<file path="src/rtl/pgbuf_pkg.sv">
package pgbuf_pkg;
  localparam int unsigned DEF_PAGE_WORDS = 128;
  localparam int unsigned DEF_WORD_W     = 16;

  typedef struct packed {
    logic page_done;
    logic rww_en;
    logic ee_wr;
  } clr_src_t;

  function automatic logic any_clear(clr_src_t s);
    return s.page_done | s.rww_en | s.ee_wr;
  endfunction
endpackage

</file>
<file path="src/rtl/pgbuf_rst_sync.sv">
module pgbuf_rst_sync (
  input  logic clk,
  input  logic rst_n,
  output logic rst_n_sync
);
  logic [1:0] sync_q;

  always_ff @(posedge clk or negedge rst_n) begin
    if (!rst_n) sync_q <= 2'b00;
    else        sync_q <= {sync_q[0], 1'b1};
  end

  assign rst_n_sync = sync_q[1];
endmodule

</file>
<file path="src/rtl/pgbuf_track.sv">
module pgbuf_track #(
  parameter int unsigned PAGE_WORDS = 128,
  localparam int unsigned IDX_W = $clog2(PAGE_WORDS)
) (
  input  logic                  clk,
  input  logic                  rst_n,
  input  logic                  wr_en,
  input  logic [IDX_W-1:0]      wr_idx,
  input  logic                  clr,
  output logic                  accept,
  output logic [PAGE_WORDS-1:0] valid_q,
  output logic                  reject_q
);
  logic [PAGE_WORDS-1:0] valid_d;
  logic                  hit;
  logic                  reject_d;

  // next state
  always_comb begin
    hit      = valid_q[wr_idx];
    accept   = wr_en & ~clr & ~hit;
    reject_d = wr_en & ~clr & hit;
    valid_d  = valid_q;
    if (clr)         valid_d = '0;
    else if (accept) valid_d[wr_idx] = 1'b1;
  end

  // registers
  always_ff @(posedge clk or negedge rst_n) begin
    if (!rst_n) begin
      valid_q  <= '0;
      reject_q <= 1'b0;
    end else begin
      valid_q  <= valid_d;
      reject_q <= reject_d;
    end
  end
endmodule

</file>
<file path="src/rtl/pgbuf_store.sv">
module pgbuf_store #(
  parameter int unsigned PAGE_WORDS = 128,
  parameter int unsigned WORD_W     = 16,
  localparam int unsigned IDX_W = $clog2(PAGE_WORDS)
) (
  input  logic              clk,
  input  logic              accept,
  input  logic [IDX_W-1:0]  wr_idx,
  input  logic [WORD_W-1:0] wr_data,
  input  logic [IDX_W-1:0]  rd_idx,
  output logic [WORD_W-1:0] rd_word
);
  logic [WORD_W-1:0] mem [PAGE_WORDS];

  for (genvar i = 0; i < PAGE_WORDS; i++) begin : g_word
    logic we;
    assign we = accept && (wr_idx == IDX_W'(i));
    // data storage needs no reset: the valid mask hides it
    always_ff @(posedge clk) begin
      if (we) mem[i] <= wr_data;
    end
  end

  assign rd_word = mem[rd_idx];
endmodule

</file>
<file path="src/rtl/pgbuf_top.sv">
module pgbuf_top
  import pgbuf_pkg::*;
#(
  parameter int unsigned PAGE_WORDS = DEF_PAGE_WORDS,
  parameter int unsigned WORD_W     = DEF_WORD_W,
  localparam int unsigned IDX_W = $clog2(PAGE_WORDS)
) (
  input  logic              clk,
  input  logic              rst_n,
  input  logic              wr_en,
  input  logic [IDX_W-1:0]  wr_idx,
  input  logic [WORD_W-1:0] wr_data,
  input  logic              clr_page_done,
  input  logic              clr_rww_en,
  input  logic              ee_wr,
  input  logic [IDX_W-1:0]  rd_idx,
  output logic [WORD_W-1:0] rd_data,
  output logic              rd_valid,
  output logic              wr_reject
);
  logic                  rst_n_sync;
  clr_src_t              clr_src;
  logic                  clr_all;
  logic                  accept;
  logic [PAGE_WORDS-1:0] valid_vec;
  logic [WORD_W-1:0]     rd_word;

  assign clr_src = '{page_done: clr_page_done, rww_en: clr_rww_en, ee_wr: ee_wr};
  assign clr_all = any_clear(clr_src);

  pgbuf_rst_sync u_rst (
    .clk        (clk),
    .rst_n      (rst_n),
    .rst_n_sync (rst_n_sync)
  );

  pgbuf_track #(.PAGE_WORDS(PAGE_WORDS)) u_track (
    .clk      (clk),
    .rst_n    (rst_n_sync),
    .wr_en    (wr_en),
    .wr_idx   (wr_idx),
    .clr      (clr_all),
    .accept   (accept),
    .valid_q  (valid_vec),
    .reject_q (wr_reject)
  );

  pgbuf_store #(.PAGE_WORDS(PAGE_WORDS), .WORD_W(WORD_W)) u_store (
    .clk     (clk),
    .accept  (accept),
    .wr_idx  (wr_idx),
    .wr_data (wr_data),
    .rd_idx  (rd_idx),
    .rd_word (rd_word)
  );

  assign rd_valid = valid_vec[rd_idx];
  assign rd_data  = rd_valid ? rd_word : {WORD_W{1'b1}};
endmodule

</file>
<file path="config.mk">
export PLATFORM = sky130hd
export DESIGN_NAME = pgbuf_top
export DESIGN_NICKNAME = d
export VERILOG_FILES = /design/src/rtl/pgbuf_pkg.sv /design/src/rtl/pgbuf_rst_sync.sv /design/src/rtl/pgbuf_track.sv /design/src/rtl/pgbuf_store.sv /design/src/rtl/pgbuf_top.sv
export SDC_FILE = /design/constraint.sdc
export NUM_CORES = 2
export LEC_CHECK = 0
export ABC_AREA = 1
export BUFFER_PORTS_ARGS = -buffer_cell sky130_fd_sc_hd__buf_4
export CAP_MARGIN = 20
export CELL_PAD_IN_SITES_DETAIL_PLACEMENT = 0
export CELL_PAD_IN_SITES_GLOBAL_PLACEMENT = 1
export CORE_MARGIN = 1.5
export CORE_UTILIZATION = 30
export DETAILED_ROUTE_END_ITERATION = 7
export PLACE_DENSITY = 0.51
export SKIP_CTS_REPAIR_TIMING = 1
export SLEW_MARGIN = 10
export SYNTH_ARGS = -nofsm -noshare
export SYNTH_HDL_FRONTEND = slang
export SYNTH_SLANG_ARGS = --single-unit
</file>
<file path="constraint.sdc">
create_clock -name clk -period 5.13 [get_ports clk]
set_input_delay 0.2565 -clock clk [delete_from_list [all_inputs] [get_ports clk]]
set_output_delay 0.2565 -clock clk [all_outputs]
set_load 0.005 [all_outputs]
</file>
==> results.yml <==
power_and_ir_drop:
  peakVddDrop_v: 0.000349
  power_mw: 39.6
  power.density_nw_per_um2: 379
  p_leak_nw: 35.6
yosys:
  synth_cells: 7865
  yosys.area_share.simple: 0.145
  synth_compound_area_frac: 0.106
  yosys.area.top_type_share: 0.679
  ys_seq_area_frac: 0.716
  synth_xor_area_frac: 0
  synth_area_per_cell_sq_um: 11.5
  yosys_register_bits: 2179
  synth_fa_ha_area_frac: 0
  ys_types: 28
  synth_area_leaders: "edfxtp_1 68%, o21ai_0 6.1%, nand2_1 5.7%"
  synth_top_family_by_area: "simple AND/OR/NAND/NOR gates"
  ys_warn_count: 0
  synth_top_area_cell: "edfxtp_1"
  synth_mux_area_frac: 0
  syn-cell-area_sq_um: 90500
  synth_nets: 7901
sta:
  fin_crit_ns: 4.14
  fin_ws_ns: 0.995
  setup_viol: 0
  finalCritPeriodShare: 0.806
  fmax_mhz: 242
  tightestPinTransition_ns: 1.14
  rsz0062_at_grt: "false"
  finalSetupTns_ns: 0
  maxSlewViolCount: 0
  skew_ns: 0.0896
  holdWs_ns: 0.0141
  slew_headroom: 0.241
  hold_viol: 0
route:
  totalWireLength_um: 331000
  ant_nets: 0
  wl_per_cell_um: 27.6
  dr.pass1.iters: 8
  num_vias: 63000
  drcViolationCount: 0
  drtIter0Drc: 6404
  avgViaCountPerCell: 5.25
floorplanning:
  die_w_um: 552
  die_area_sq_um: 305000
  start_util: 0.302
  core_sq_um: 300000
  std_cell_rows: 201
  die_h_um: 552
  io_pins: 54
worst_setup_path:
  crit_type: "in -> out"
  crit_chain: "buf_8 -> inv_8 -> buf_4 -> o21ai_0 -> o221ai_1 -> nand3_1 -> nand3_1 -> nand3_1 -> nand3_1 -> nand2_1 -> nand2_1 -> buf_4"
  arrival_ns: 3.88
  worstPathRequired_ns: 4.87
  path_delay_family: "simple AND/OR/NAND/NOR gates"
  crit_fanout: 90
  startpoint: "rd_idx[1]"
  cp_num_buf_inv: 4
  start_kind: "primary input"
  path_common_cell: "nand3_1"
  critPathSlowestCell: "inv_8"
  cp-end-kind: "output port"
  timing.rr.start: "u_track.valid_q[5]"
  slowest_delay_ns: 0.52
grt:
  grt_pass1_wl_um: 471000
  antenna_found_initial: 23
  grt_max_degree: 149
  grt_usage: 0.211
  grt_pass1_vias: 61100
  grt_overflow_total: 0
placement:
  gp_congestion: 0.864
  preCtsSetupSlack_ns: 1.08
  dp_hpwl_um: 202000
  portBuffers: 53
  dpl.cell_count: 11500
  placed_area_sq_um: 96300
outcome:
  status: "completed"
finish:
  syn2layout_area_growth_pct: 15.3
  layout.nets: 7882
  design_area_sq_um: 104000
  finalCoreUtilization: 0.348
  fin_cells: 12000
  fill_cells: 29700
  layout-drive-gt1-share: 0.0931
hold_path:
  min-delay-start: "wr_idx[6]"
  worstHoldPathType: "in -> reg"
clock_tree:
  cts_buffers: 244
  cts_tree: "done"
  path_clk_slew_ns: 0.06
  clock_latency_ns: 0.93
  cts-htree-levels: 4
  cts_max_path_buffers: 4
  cts-root-buf: "clkbuf_16"
  cts_sinks: 2179
run:
  cap_violations: 0
==> cell families (layout without fill, tap and decap cells) <==
kind of cell,after synthesis,in the layout
buf+inv,743,919
flops,2179,2179
other cells,1,6
simple gates,3237,3237
compound gates,1705,1705
==> registers in the layout (all words and copies together), names as in the netlist <==
register and flops:
u_store.mem 2048, u_track.valid_q 128, u_rst.sync_q 2, u_track.reject_q 1
==> cell usage in the layout, fill, tap and decap left out, types with 42 or more instances in the layout <==
cell       Yosys  routed
a21oi_1       73      73
buf_12         0      46
buf_4         12     227
clkbuf_1     387      46
clkbuf_16      0     245
clkinv_1       3      59
clkinv_2       0      42
dfrtp_1      131     130
edfxtp_1    2048    2048
inv_1        151     148
nand2_1     1382    1381
nand3_1      488     488
nand4_1      128     128
nor2_1      1221    1134
nor2_2         1      85
o21ai_0     1108    1108
o221ai_1     141     141
o22ai_1      369     369
==> cell usage after synthesis <==
cell type,count
nand2_1,1382
a22oi_1,2
o21ai_0,1108
o31ai_1,1
nand4_1,128
nor2_1,1221
clkinv_1,3
dfrtp_1,131
o21bai_1,6
nand3_1,488
edfxtp_1,2048
buf_2,119
a21oi_1,73
o211ai_1,5
clkbuf_1,387
conb_1,1
o22ai_1,369
nor3_2,3
inv_2,3
nor2_2,1
nor3_1,11
nand2_2,2
buf_4,12
buf_6,10
o221ai_1,141
inv_1,151
nand2_4,1
buf_1,58
==> per-layer routing <==
| metal | track usage | part of all wire | vias to the layer above |
|---|---|---|---|
| met5 | 0 | 0.00021 | - |
| met1 | 0.302 | 0.46 | 32400 |
| met4 | 0.0516 | 0.024 | 10 |
| li1 | - | - | 28300 |
| met2 | 0.342 | 0.47 | 1876 |
| met3 | 0.0213 | 0.047 | 428 |
==> area by class of cell <==
class	instances	area [sq um]	area share
clock buffer	298	6400	0.0613
antenna	5	12.5	0.000120
clock inverter	143	1410	0.0135
sequential	2179	64800	0.621
tap	3958	4950	0.0475
multi-input combinational	4943	23000	0.220
timing repair buffer	321	3170	0.0304
inverter	157	617	0.00591
==> power breakdown <==
group	internal, mW	leakage, nW	total, mW	switching, mW
Combinational	0.595	11.6	2.72	2.12
Sequential	19.4	20.2	19.5	0.00647
Clock	10.1	3.81	17.4	7.30
==> final timing paths <==
check / slack, ns / to / cells past startpoint
worst max-delay path: 0.99 / rd_data[6] / 12
worst min-delay path: 0.01 / u_track.valid_q[54] / 6
worst min register to register: 0.26 / u_track.valid_q[94] / 0
min in group asynchronous: 0.26 / u_track.valid_q[94] / 0
max in group asynchronous: 3.62 / u_track.valid_q[73] / 1
worst max register to register: 1.29 / u_track.reject_q / 13
==> tightest hold or removal path, cell delays in order <==
cell and delay (ns):
buf_4 0.17, nor2_1 0.10, inv_1 0.10, o21ai_0 0.09, nand4_1 0.09, nand2_1 0.05
Power figures use the tool's default switching activity.
